### src/rtl/wrbuf_pkg.sv
package wrbuf_pkg;
    typedef enum logic [1:0] {
        ST_IDLE  = 2'd0,
        ST_WRITE = 2'd1,
        ST_READ  = 2'd2
    } wb_state_e;
endpackage

### src/rtl/wrbuf_fifo.sv
module wrbuf_fifo #(
    parameter int DEPTH = 4,
    parameter int AW    = 8,
    parameter int DW    = 16,
    localparam int PW   = (DEPTH > 1) ? $clog2(DEPTH) : 1,
    localparam int CW   = $clog2(DEPTH + 1)
) (
    input  logic          clk,
    input  logic          rst_n,
    input  logic          push,
    input  logic [AW-1:0] push_addr,
    input  logic [DW-1:0] push_data,
    input  logic          pop,
    input  logic [AW-1:0] look_addr,
    output logic          full,
    output logic          empty,
    output logic [AW-1:0] head_addr,
    output logic [DW-1:0] head_data,
    output logic          hit,
    output logic [CW-1:0] fill
);
    logic [AW-1:0]    addr_q [DEPTH];
    logic [DW-1:0]    data_q [DEPTH];
    logic [DEPTH-1:0] vld_q;
    logic [DEPTH-1:0] hit_vec;
    logic [PW-1:0]    wr_p, rd_p;
    logic [CW-1:0]    cnt_q;

    function automatic logic [PW-1:0] step(input logic [PW-1:0] p);
        return (p == PW'(DEPTH - 1)) ? '0 : p + 1'b1;
    endfunction

    always_ff @(posedge clk) begin
        if (!rst_n) begin
            vld_q <= '0;
            wr_p  <= '0;
            rd_p  <= '0;
            cnt_q <= '0;
        end else begin
            if (push) begin
                vld_q[wr_p] <= 1'b1;
                wr_p        <= step(wr_p);
            end
            if (pop) begin
                vld_q[rd_p] <= 1'b0;
                rd_p        <= step(rd_p);
            end
            unique case ({push, pop})
                2'b10:   cnt_q <= cnt_q + 1'b1;
                2'b01:   cnt_q <= cnt_q - 1'b1;
                default: cnt_q <= cnt_q;
            endcase
        end
    end

    always_ff @(posedge clk) begin
        if (push) begin
            addr_q[wr_p] <= push_addr;
            data_q[wr_p] <= push_data;
        end
    end

    for (genvar i = 0; i < DEPTH; i++) begin : g_cmp
        assign hit_vec[i] = vld_q[i] && (addr_q[i] == look_addr);
    end

    assign hit       = |hit_vec;
    assign fill      = cnt_q;
    assign full      = (cnt_q == CW'(DEPTH));
    assign empty     = (cnt_q == '0);
    assign head_addr = addr_q[rd_p];
    assign head_data = data_q[rd_p];
endmodule

### src/rtl/wrbuf_ctrl.sv
module wrbuf_ctrl
    import wrbuf_pkg::*;
#(
    parameter int AW = 8
) (
    input  logic          clk,
    input  logic          rst_n,
    input  logic          rd_req,
    input  logic          rd_hit,
    input  logic          wr_pend,
    input  logic [AW-1:0] rd_addr,
    input  logic [AW-1:0] head_addr,
    input  logic          mem_ack,
    output logic          mem_req,
    output logic          mem_we,
    output logic [AW-1:0] mem_addr,
    output logic          pop,
    output logic          rd_done
);
    wb_state_e     state_q, state_d;
    logic [AW-1:0] rd_addr_q;

    always_comb begin
        state_d = state_q;
        unique case (state_q)
            ST_IDLE: begin
                if (rd_req && !rd_hit) state_d = ST_READ;
                else if (wr_pend)      state_d = ST_WRITE;
            end
            ST_WRITE: if (mem_ack) state_d = ST_IDLE;
            ST_READ:  if (mem_ack) state_d = ST_IDLE;
            default:  state_d = ST_IDLE;
        endcase
    end

    always_ff @(posedge clk) begin
        if (!rst_n) begin
            state_q   <= ST_IDLE;
            rd_addr_q <= '0;
        end else begin
            state_q <= state_d;
            if (state_q == ST_IDLE && state_d == ST_READ) rd_addr_q <= rd_addr;
        end
    end

    always_comb begin
        mem_req  = 1'b0;
        mem_we   = 1'b0;
        mem_addr = head_addr;
        pop      = 1'b0;
        rd_done  = 1'b0;
        unique case (state_q)
            ST_WRITE: begin
                mem_req = 1'b1;
                mem_we  = 1'b1;
                pop     = mem_ack;
            end
            ST_READ: begin
                mem_req  = 1'b1;
                mem_addr = rd_addr_q;
                rd_done  = mem_ack;
            end
            default: ;
        endcase
    end
endmodule

### src/rtl/wrbuf_top.sv
module wrbuf_top #(
    parameter int DEPTH = 4,
    parameter int AW    = 8,
    parameter int DW    = 16,
    localparam int CW   = $clog2(DEPTH + 1)
) (
    input  logic          clk,
    input  logic          rst_n,
    input  logic          cpu_req,
    input  logic          cpu_we,
    input  logic [AW-1:0] cpu_addr,
    input  logic [DW-1:0] cpu_wdata,
    output logic          cpu_ready,
    output logic [DW-1:0] cpu_rdata,
    output logic          mem_req,
    output logic          mem_we,
    output logic [AW-1:0] mem_addr,
    output logic [DW-1:0] mem_wdata,
    input  logic          mem_ack,
    input  logic [DW-1:0] mem_rdata
);
    logic          full, empty, rd_hit, pop, rd_done, push;
    logic [AW-1:0] head_addr;
    logic [CW-1:0] fill;

    assign push = cpu_req && cpu_we && !full;

    wrbuf_fifo #(.DEPTH(DEPTH), .AW(AW), .DW(DW)) i_fifo (
        .clk(clk), .rst_n(rst_n),
        .push(push), .push_addr(cpu_addr), .push_data(cpu_wdata),
        .pop(pop), .look_addr(cpu_addr),
        .full(full), .empty(empty),
        .head_addr(head_addr), .head_data(mem_wdata),
        .hit(rd_hit), .fill(fill)
    );

    wrbuf_ctrl #(.AW(AW)) i_ctrl (
        .clk(clk), .rst_n(rst_n),
        .rd_req(cpu_req && !cpu_we), .rd_hit(rd_hit), .wr_pend(!empty),
        .rd_addr(cpu_addr), .head_addr(head_addr), .mem_ack(mem_ack),
        .mem_req(mem_req), .mem_we(mem_we), .mem_addr(mem_addr),
        .pop(pop), .rd_done(rd_done)
    );

    assign cpu_ready = cpu_we ? !full : rd_done;
    assign cpu_rdata = mem_rdata;
endmodule

### config.mk
export PLATFORM = sky130hd
export DESIGN_NAME = wrbuf_top
export DESIGN_NICKNAME = d
export VERILOG_FILES = /design/src/rtl/wrbuf_pkg.sv /design/src/rtl/wrbuf_fifo.sv /design/src/rtl/wrbuf_ctrl.sv /design/src/rtl/wrbuf_top.sv
export SDC_FILE = /design/constraint.sdc
export NUM_CORES = 1
export LEC_CHECK = 0
export BUFFER_PORTS_ARGS = -buffer_cell sky130_fd_sc_hd__clkbuf_2
export CAP_MARGIN = 10
export CORE_UTILIZATION = 51
export DETAILED_ROUTE_END_ITERATION = 6
export PLACE_DENSITY = 0.83
export REMOVE_ABC_BUFFERS = 1
export SYNTH_ARGS = -nofsm -noshare
export SYNTH_HDL_FRONTEND = slang
export SYNTH_HIERARCHICAL = 1
export SYNTH_SLANG_ARGS = --single-unit
### constraint.sdc
create_clock -name clk -period 2.05 [get_ports clk]
set_input_delay 0.3075 -clock clk [delete_from_list [all_inputs] [get_ports clk]]
set_output_delay 0.3075 -clock clk [all_outputs]
set_load 0.02 [all_outputs]
* After elaboration in Yosys (flattened, before gate mapping)
Memory sizes are Yosys's and may differ from the RTL's. A register that Yosys moved wholly into a read port is not among the register bits.
Index checks and enable logic that the tools add are counted.
** Operators by class
- Equal/unequal tests :: 12
- Mux-type cells :: 26
- Reductions and logical operators :: 19
- Add/subtract/negate cells :: 4
- Magnitude comparators :: 4
- Bitwise gates (word level) :: 3
** Operator list (count)
- 8-bit == test :: 4
- 2-bit two-way mux :: 9
- 4-bit two-way mux :: 3
- 1-bit logical AND :: 11
- 2-bit == test, second input constant :: 5
- 1-bit two-way mux :: 9
- 8-bit two-way mux :: 1
- 2-bit by 3-bit < comparator with 1-bit output, second input constant :: 2
- 3-bit one-hot mux with 2 select lines :: 1
- 2-bit by 1-bit adder with 2-bit output, second input constant :: 2
- 4-bit AND :: 1
- 1-bit demux with 2-bit select :: 2
- 2-bit by 1-bit == test with 1-bit output, second input constant :: 2
- 2-bit by 1-bit >= comparator with 1-bit output, second input constant :: 2
- 4-bit NOT :: 1
- 4-bit bitwise OR :: 1
- 2-bit one-hot mux with 2 select lines :: 1
- 4-bit OR reduction :: 1
- 3-bit by 1-bit adder with 3-bit output, second input constant :: 1
- 3-bit == test, second input constant :: 1
- 1-bit zero test :: 3
- 3-bit zero test :: 1
- 3-bit by 1-bit subtractor with 3-bit output, second input constant :: 1
- 2-bit zero test :: 1
- 2 further kinds :: 2
** Word-level totals
- Word-level logic and storage cells :: 76
- Output and inout port bits :: 43
- Memories :: 2
- Flip-flop bits (word level) :: 21
- RAM bits :: 96
- Input bits :: 45
** Memories
- i_fifo.data_q :: depth 4, width 16, rd ports 1, clocked after Yosys merged registers in 1, write ports 1, line wrbuf_fifo.sv:23 : logic [DW-1:0] data_q [DEPTH];
- i_fifo.addr_q :: depth 4, width 8, rd ports 5, clocked after Yosys merged registers in 1, write ports 1, line wrbuf_fifo.sv:22 : logic [AW-1:0] addr_q [DEPTH];

* Depth between registers and ports, before layout
Gate-level depths: netlist of run 1.
- Depth after elaboration :: 9
- Gate-level depth with buffers :: 10

* Modules after synthesis
Netlist of run 1, hierarchy kept.
** Modules (own cells, without submodules)
- wrbuf_fifo :: area each 4503.1 sq um, times used 1, cells each 236
- wrbuf_ctrl :: area each 614.3 sq um, times used 1, cells each 66
- wrbuf_top :: area each 151.4 sq um, times used 1, cells each 22

* Worst setup path after synthesis of run 1
No wires, ideal clock.
- Path type :: register to register
- Start :: register i_ctrl.state_q[1]
- End :: register i_fifo.cnt_q[2] (netlist: i_fifo/fill[2])
- Stages on the path, launching flop included :: 10
- Arrival :: 2.153 ns
- Data required time :: 1.974 ns
- Clock period less this slack :: 2.229 ns
- Setup slack :: -0.179 ns
- Library setup time :: 0.076 ns
- Path buffers :: 0
- Cell sequence :: dfxtp_1 inv_1 ha_1 and2_1 ha_1 inv_1 fa_1 xor2_1 or3_1 a21boi_0
** On the way
- Longest elaborated chain between the ends :: 4
- Elaborated cells on any way between the ends :: 6
- Classes of those cells :: eq/ne: 3; mux: 2; reduce/logical: 1
** Ends and longest elaborated chain
- start, declared :: line wrbuf_ctrl.sv:20 : wb_state_e state_q, state_d;
- start signal, assigned :: line wrbuf_ctrl.sv:41 : state_q <= state_d;
- 2-bit by 1-bit == test with 1-bit output (*) :: line wrbuf_ctrl.sv:52 : unique case (state_q)
- 1-bit two-way mux (*) :: line wrbuf_ctrl.sv:52
- net pop :: line wrbuf_top.sv:22 : logic full, empty, rd_hit, pop, rd_done, push;
- 2-bit by 1-bit == test with 1-bit output / 2-bit == test (equally long branches) :: line wrbuf_fifo.sv:48 : unique case ({push, pop})
- 3-bit one-hot mux with 2 select lines / 2-bit nonzero test (equally long branches)
- end signal, assigned :: line wrbuf_fifo.sv:49 : 2'b10: cnt_q <= cnt_q + 1'b1;
- end signal, assigned :: line wrbuf_fifo.sv:50 : 2'b01: cnt_q <= cnt_q - 1'b1;
- end signal, assigned :: line wrbuf_fifo.sv:51 : default: cnt_q <= cnt_q;
- end, declared :: line wrbuf_fifo.sv:27 : logic [CW-1:0] cnt_q;
The timed path passes the listed nets; every way through them passes the cells marked *.
A chain may end at the register's enable or synchronous reset.

==> results.toml, run 1 <==
[synthesis]
ys_seq_area_share_pct = 63.5
yosys-top-cells-area = "edfxtp_1, dfxtp_1, mux4_2"
ys.flop_type = "edfxtp_1"
synth_area_um2 = 5270
synth_cells = 324
synth_edf_count = 96
synthArstFlopShare_pct = 0
synth.top_cell.area_share_pct = 54.7
yosysWarningCount = 6
netlist.top_cell.by_area = "edfxtp_1"
synth-seq-cells = 119
syn_area_per_cell_um2 = 16.3
yosysUniqueCellTypes = 41

[route]
drcViolationCount = 0
via_per_inst = 5.53
drt-total-wl_um = 11200
drt_iter0_drc = 184
wl_per_cell_um = 20.3
drt_pass1_iterations = 4
antenna_left = 0
vias = 3044

[timing]
period_minus_slack_ns = 2.29
fin_crit_sh_pct = 112
slew_viol_final = 0
worstMarginPinSlew_ns = 0.728
grt_setup_unrepaired = "yes"
relSlewSlack_pct = 51.5
fmax_ghz = 0.436
setup_viol = 24
finClkSkew_ns = 0.0134
finalHoldViolCount = 0
setup_ws_ns = -0.244
fin_setup_tns_ns = -4.00
hold_ws_ns = 0.00852

[global_routing]
met2_usage_pct = 35.0
overflow = 0
grt_use_met3_pct = 8.12
antenna_found_initial = 0
grt_pass1_vias = 3171
grt-busiest-layer = "met2"
grt_max_degree = 29
use_met1_pct = 24.5
grt_first_pass_wirelength_um = 16600
grt_usage_pct = 21.0

[clock_tree]
clock_latency_ns = 0.52
ctsHtreeMaxLevel = 4
cts-root-buf = "clkbuf_8"
clockBufferDepth = 2
cts_buffers = 17
cts_tree = "built"
clock_sinks = 119
cts.reportedPaths.clkPinSlew_ns = 0.06

[worst_setup_path]
reg2reg_from = "i_fifo/addr_q[0][7]"
r2r_end = "i_ctrl/rd_addr_q[5]"
cpPeakStageDelay_ns = 0.52
cp-start-kind = "register"
cp_cell_sequence = "buf_12, mux4_2, mux2_4, buf_6"
cp_slowest_cell = "mux4_2"
arrival_ns = 1.99
crit_type = "reg2out"
cp-end-kind = "output pin"
cp.required_ns = 1.74
critPathBufInv = 2
worst_r2r_path_depth = 9
crit_path_max_fanout = 5
critPathTopFamily = "multiplexers"
r2r_setup_slack_ns = 0.02

[cells_and_area]
mostFrequentLayoutCell = "edfxtp_1"
final_util_pct = 67.2
fill_cells = 639
nNetsFinal = 463
final_cell_mix = "edfxtp_1, clkbuf_2, xor2_1"
drive_gt1_share_pct = 42.4
syn2layout_area_growth_pct = 26.4
instances_no_fill = 550
antennaDiodeCount = 0

[worst_hold_path]
min_path_type = "in2reg"
holdPathStages = 1
hold_end = "i_fifo/data_q[3][6]"
hold_start = "cpu_wdata[6]"

[die]
die_area_um2 = 10700
start_util_pct = 53.2
ios = 88
die_h_um = 104
die_w_um = 104
core_area_um2 = 9910
core.rowCount = 36

[power_and_ir_drop]
p_leak_nw = 2.45
p_per_area_nw_per_um2 = 952
ir_drop_uv = 750

[placement]
hpwl_um = 6610
gp_congestion = 0.836
numPlacedInstances = 505
place_ws_ns = -0.122
io_buffers = 55

[run]
maxCapViolations = 0

[outcome]
status = "finished, violations left"
violations = "negative setup slack"
timing repair:
item                                    CTS  global route
endpoints found under the setup margin   34            35
setup buffers                             3             4
pin swaps                                 1            18
resized for setup                        27            68
hold buffers                              3             1
gates cloned                              1             2
endpoints found under the hold margin    10             4
stage by stage:
step	total power [W]	instance area [um^2]
after detailed placement	0.00342	5690
final	0.00634	6660
after global routing	0.00652	6660
after global placement	0.00340	5690
after CTS	0.00622	6400
after floorplan	0.00317	5060
power breakdown:
part	leakage, nW	switching (W)	internal [W]
combinational	1.13	0.000420	0.000420
sequential	1.06	0.0000487	0.00269
clock	0.263	0.00114	0.00163
synthesized netlist by cell type (3+ instances only):
cell type	n
nand4_1	5
nor3_1	6
inv_1	12
xor2_1	29
mux2_2	8
nor4_1	4
o21ai_0	3
dfxtp_1	23
clkbuf_1	4
mux4_2	20
edfxtp_1	96
nand2b_1	3
o21ai_2	8
nor2b_1	5
mux2i_1	3
ha_1	13
nor2_1	4
nand3_1	6
mux4_1	4
o211a_1	4
xnor2_1	5
and2_1	8
buf_4	16
nand2_1	14
worst reg2reg max path, cell delays in order, from the launching register on:
cell and delay [ns]:
edfxtp_1 0.41, xor2_1 0.21, nor3_1 0.10, nand4_1 0.13, nand4_1 0.15, nand2b_4 0.18, a221o_2 0.42, buf_12 0.17
nand3_4 0.08, o21ai_2 0.07
metal layers:
metal	vias to the layer above	routed length, um
li1	1360	-
met1	1522	4300
met2	148	5830
met3	14	847
met4	0	171
met5	-	0
flip-flops by register name (all words and copies together), names as in the netlist, named ones only:
signal and cells:
i_ctrl/state_q 2, i_fifo/vld_q 4, i_ctrl/rd_addr_q 8, i_fifo/wr_p 2
i_fifo/addr_q 32, i_fifo/fill 3, i_fifo/data_q 64, i_fifo/rd_p 2
cells by family after synthesis:
family                     share of synthesized area, %
muxes                                              12.8
buffers and inverters                              4.87
AOI/OAI and AO/OA                                  3.42
DFF                                                63.5
adders and majority gates                          3.47
and+or+nand+nor                                    6.32
xor gates and xnor gates                           5.65
worst max path at each step:
stage,from,end,slack (ns),cells past startpoint
floorplan,register,mem_addr[7],-0.35,2
global placement,cpu_addr[4],i_ctrl/rd_addr_q[7],0.03,10
detailed placement,cpu_addr[6],i_ctrl/rd_addr_q[5],-0.12,10
CTS,register,mem_addr[2],-0.27,4
global route,register,mem_addr[4],-0.28,4
finish,register,mem_addr[1],-0.24,4
final cells by class:
cell class | count | area, um^2 | area share (%)
Clock buffer | 17 | 414 | 6.22
Clock inverter | 15 | 139 | 2.09
Inverter | 12 | 47.5 | 0.714
Multi-Input combinational cell | 166 | 1770 | 26.6
Sequential cell | 119 | 3350 | 50.3
Tap cell | 133 | 166 | 2.50
Timing Repair Buffer | 88 | 771 | 11.6
Note: power is estimated with default switching activity, not from simulation.
==> inputs of run 2 (changes only) <==
--- a/config.mk
+++ b/config.mk
@@ -13,5 +13,4 @@
 export REMOVE_ABC_BUFFERS = 1
 export SYNTH_ARGS = -nofsm -noshare
 export SYNTH_HDL_FRONTEND = slang
-export SYNTH_HIERARCHICAL = 1
 export SYNTH_SLANG_ARGS = --single-unit
==> results.toml, run 2 <==
[cells_and_area]
drive_gt1_share_pct = 42.1
largest_reg_flops = 64
top_register = "i_fifo.data_q"
mostFrequentLayoutCell = "edfxtp_1"
design_area_um2 = 6830
final_cell_mix = "edfxtp_1, clkbuf_2, xnor2_1"
antennaDiodeCount = 0
syn2layout_area_growth_pct = 22.1
nNetsFinal = 495
reg.largest.list = "i_fifo.data_q: 64 flops, i_fifo.addr_q: 32 flops, i_ctrl.rd_addr_q: 8 flops"
final_util_pct = 65.3
fill_cells = 743

[synthesis]
yosys-top-cells-area = "edfxtp_1, mux4_2, dfxtp_1"
synth_area_um2 = 5590
netlist.top_cell.by_area = "edfxtp_1"
synthMostInstantiatedCell = "edfxtp_1"
synth_xor_area_share_pct = 6.13
synth_cells = 359
syn_area_per_cell_um2 = 15.6
synthMuxAreaShare_pct = 11.5
synth_edf_count = 96
yosysWarningCount = 0
synth_top_family_by_area = "multiplexers"
synth-seq-cells = 119
synth_common_cells = "edfxtp_1, xnor2_1, nand2_1"
synth-compound-area-share_pct = 5.08
ys_seq_area_share_pct = 59.8
ys.flop_type = "edfxtp_1"
synthSimpleGateAreaFrac_pct = 8.01
synthAdderAreaFrac_pct = 3.27
synthArstFlopShare_pct = 0
yosysUniqueCellTypes = 45
synth.top_cell.area_share_pct = 51.6

[route]
drt_pass1_iterations = 4
via_per_inst = 5.63
vias = 3295
drcViolationCount = 0
drt_iter0_drc = 213
drt-total-wl_um = 11400
wl_per_cell_um = 19.4
antenna_left = 0

[worst_setup_path]
crit_path_max_fanout = 5
cp-end-kind = "output pin"
crit_type = "reg2out"
cp.required_ns = 1.74
r2r_setup_slack_ns = 0.10
arrival_ns = 1.97
cp-start-kind = "register"

[clock_tree]
clock_sinks = 119
cts-root-buf = "clkbuf_8"
ctsHtreeMaxLevel = 4
cts_buffers = 17
clock_latency_ns = 0.51
cts.reportedPaths.clkPinSlew_ns = 0.06
clockBufferDepth = 2
cts_tree = "built"

[timing]
period_minus_slack_ns = 2.27
fmax_ghz = 0.440
slew_viol_final = 0
worstMarginPinSlew_ns = 0.619
finalHoldViolCount = 0
setup_ws_ns = -0.223
finClkSkew_ns = 0.0107
setup_viol = 25
relSlewSlack_pct = 58.7
grt_setup_unrepaired = "yes"
fin_crit_sh_pct = 111

[die]
die_h_um = 107
core.rowCount = 37
die_area_um2 = 11400
core_area_um2 = 10500
ios = 88
die_w_um = 107
start_util_pct = 53.4

[placement]
gp_congestion = 0.851
io_buffers = 55
placed_cell_area_um2 = 5930
hpwl_um = 7300
place_ws_ns = -0.0934

[global_routing]
grt_usage_pct = 21.0
grt_max_degree = 29
overflow = 0
grt_pass1_vias = 3422
antenna_found_initial = 0
grt_first_pass_wirelength_um = 17500

[outcome]
status = "finished, violations left"
violations = "negative setup slack"

[power_and_ir_drop]
ir_drop_uv = 786
p_leak_nw = 2.47
p_per_area_nw_per_um2 = 941

[run]
maxCapViolations = 0

[worst_hold_path]
min_path_type = "in2reg"
## run 2: layer usage
metal  track usage (%)  vias to the layer above  share of wire, %
met1              24.7                     1650                39
li1                  -                     1502                 -
met4              6.56                        0               1.1
met5                 0                        -                 0
met3              6.57                       13               6.8
met2              36.7                      130                53
## run 2: kinds of logic (layout without fill, tap and decap cells)
logic type,after synthesis,after routing
buffers and inverters,49,138
AO/OA/AOI/OAI,34,34
adder cells (fa/ha/maj),14,14
XOR/XNOR,34,34
flip-flops,119,119
AND/OR/NAND/NOR,76,77
multiplexers,33,33
## run 2: final timing paths
kind / from / endpoint / depth (start not counted)
worst max-delay path: register / mem_addr[2] / 4
worst min register to register: i_ctrl.rd_addr_q[1] / i_ctrl.rd_addr_q[1] / 2
worst min-delay path: cpu_wdata[5] / i_fifo.data_q[3][5] / 1
worst max register to register: i_ctrl.state_q[0] / i_ctrl.rd_addr_q[5] / 8
## run 2: through the flow
stage          power [W]  hold slack [ns]  TNS, ns  instances
3_5_place_dp     0.00352            0.492   -0.101        536
5_1_grt          0.00663          0.00853    -5.59        585
4_1_cts          0.00637          0.00285    -5.09        582
2_1_floorplan    0.00326            0.406    -4.68        322
6_report         0.00642           0.0228    -4.05        585
3_3_place_gp     0.00350            0.483        0        536
## run 2: area by class of cell
class / count / area (um^2) / share of cell area (%)
flip-flops and latches: 119 / 3350 / 49.1
multi-input cells: 192 / 1980 / 29.0
well taps: 136 / 170 / 2.49
inverters: 12 / 45.0 / 0.660
clock inverters: 15 / 153 / 2.24
repair buffers: 94 / 717 / 10.5
clock buffers: 17 / 414 / 6.07
## run 2: worst max-delay path: stages (launching register included)
cell	delay, ns
dfxtp_4	0.36
buf_12	0.12
mux4_2	0.54
mux2_4	0.29
buf_6	0.13
## run 2: report_power, final
group	internal, W	leakage, nW	switching [W]
sequential	0.00270	1.06	0.0000448
clock	0.00165	0.279	0.00116
combinational	0.000428	1.13	0.000441
total	0.00478	2.47	0.00164
## run 2: what timing repair did
action	in CTS	in global routing
hold buffers	11	0
endpoints found under the hold margin	41	0
setup endpoints to repair	32	34
resized for setup	11	60
pin swaps	2	2
setup buffers	3	2
gates cloned	0	1
==> inputs of run 3 (changes only) <==
--- a/config.mk
+++ b/config.mk
@@ -9,7 +9,7 @@
 export CAP_MARGIN = 10
 export CORE_UTILIZATION = 51
 export DETAILED_ROUTE_END_ITERATION = 6
-export PLACE_DENSITY = 0.83
+export PLACE_DENSITY = 0.76
 export REMOVE_ABC_BUFFERS = 1
 export SYNTH_ARGS = -nofsm -noshare
 export SYNTH_HDL_FRONTEND = slang
==> results.toml, run 3 (synthesis results as in run 2) <==
[outcome]
status = "finished, violations left"
violations = "negative setup slack"

[worst_hold_path]
min_path_type = "in2reg"

[die]
start_util_pct = 53.4
core_area_um2 = 10500
die_area_um2 = 11400
ios = 88
die_h_um = 107
die_w_um = 107
core.rowCount = 37

[worst_setup_path]
arrival_ns = 1.95
crit_path_max_fanout = 8
cp-start-kind = "register"
cp_slowest_cell = "mux4_2"
cp_cell_sequence = "buf_12, mux4_2, mux2_4, buf_6"
r2r_setup_slack_ns = 0.08
cp-end-kind = "output pin"
cpPeakStageDelay_ns = 0.53
crit_type = "reg2out"
cp.required_ns = 1.74
critPathBufInv = 2
critPathTopFamily = "multiplexers"

[cells_and_area]
reg.largest.list = "i_fifo.data_q: 64 flops, i_fifo.addr_q: 32 flops, i_ctrl.rd_addr_q: 8 flops"
instances_no_fill = 586
mostFrequentLayoutCell = "edfxtp_1"
drive_gt1_share_pct = 42.7
nNetsFinal = 496
antennaDiodeCount = 0
fill_cells = 771
largest_reg_flops = 64
final_cell_mix = "edfxtp_1, clkbuf_2, buf_4"
syn2layout_area_growth_pct = 22.7
top_register = "i_fifo.data_q"

[clock_tree]
clock_latency_ns = 0.51
cts.reportedPaths.clkPinSlew_ns = 0.06
ctsHtreeMaxLevel = 4
cts_tree = "built"
cts_buffers = 17
clockBufferDepth = 2
cts-root-buf = "clkbuf_8"
clock_sinks = 119

[route]
wirelength_met1_um = 4610
routed-wl-met3_um = 661
drt_iter0_drc = 155
met2_wirelength_um = 5890
via_per_inst = 5.55
wl_per_cell_um = 19.2
drt_pass1_iterations = 4
drt-total-wl_um = 11200
top_layer = "met4"
antenna_left = 0
drcViolationCount = 0
vias = 3251

[placement]
numPlacedInstances = 539
io_buffers = 55
place_ws_ns = -0.0528
hpwl_um = 7350
gp_congestion = 0.745

[timing]
setup_ws_ns = -0.204
fin_crit_sh_pct = 110
period_minus_slack_ns = 2.25
hold_ws_ns = 0.0184
fmax_ghz = 0.444
grt_setup_unrepaired = "yes"
slew_viol_final = 0
finalHoldViolCount = 0
setup_viol = 25
finClkSkew_ns = 0.0123
relSlewSlack_pct = 57.8
worstMarginPinSlew_ns = 0.632

[global_routing]
grt_max_degree = 29
grt_usage_pct = 20.6
grt_first_pass_wirelength_um = 17200
antenna_found_initial = 0
grt_pass1_vias = 3409
overflow = 0

[power_and_ir_drop]
p_leak_nw = 2.48
p_per_area_nw_per_um2 = 924
ir_drop_uv = 721

[run]
maxCapViolations = 0
## run 3: layout make-up
cell class	instances	area [um^2]	share of cell area, %
clock buffer	18	418	6.09
clock inverter	14	128	1.86
inverter	12	45.0	0.656
multi-input combinational	192	1980	28.8
sequential	119	3350	48.8
tap	136	170	2.48
timing repair buffer	95	773	11.3
## run 3: per-layer routing
metal / up-vias / track usage (%)
li1: 1502 / -
met1: 1633 / 25.2
met2: 107 / 34.5
met3: 9 / 6.75
met4: 0 / 6.46
met5: - / 0
## run 3: path summary, 6_finish.rpt
path | depth (start not counted) | from | endpoint
max reg2reg | 8 | i_ctrl.state_q[0] | i_ctrl.rd_addr_q[5]
min | 1 | cpu_wdata[0] | i_fifo.data_q[0][0]
min reg2reg | 2 | i_ctrl.rd_addr_q[7] | i_ctrl.rd_addr_q[7]
max | 4 | register | mem_addr[3]
## run 3: what timing repair did
action	in CTS	in global routing
hold buffers	6	0
pin swaps	0	2
buffers inserted	3	5
setup endpoints to repair	32	34
resized for setup	15	79
cloned	0	2
hold endpoints to repair	23	0
## run 3: stage by stage
stage	total power [W]	area (um^2)	utilization (%)	setup TNS [ns]
6_report	0.00634	6860	65.6	-3.51
5_1_grt	0.00657	6860	65.6	-5.58
2_1_floorplan	0.00326	5290	-	-4.68
3_3_place_gp	0.00350	5940	56.8	0
3_5_place_dp	0.00353	5940	56.8	-0.257
4_1_cts	0.00626	6630	63.3	-4.74
## run 3: where the power goes
group | internal [W] | switching (W) | total, W
Combinational | 0.000463 | 0.000443 | 0.000906
Sequential | 0.00270 | 0.0000431 | 0.00274
Clock | 0.00161 | 0.00108 | 0.00270
Total | 0.00477 | 0.00157 | 0.00634
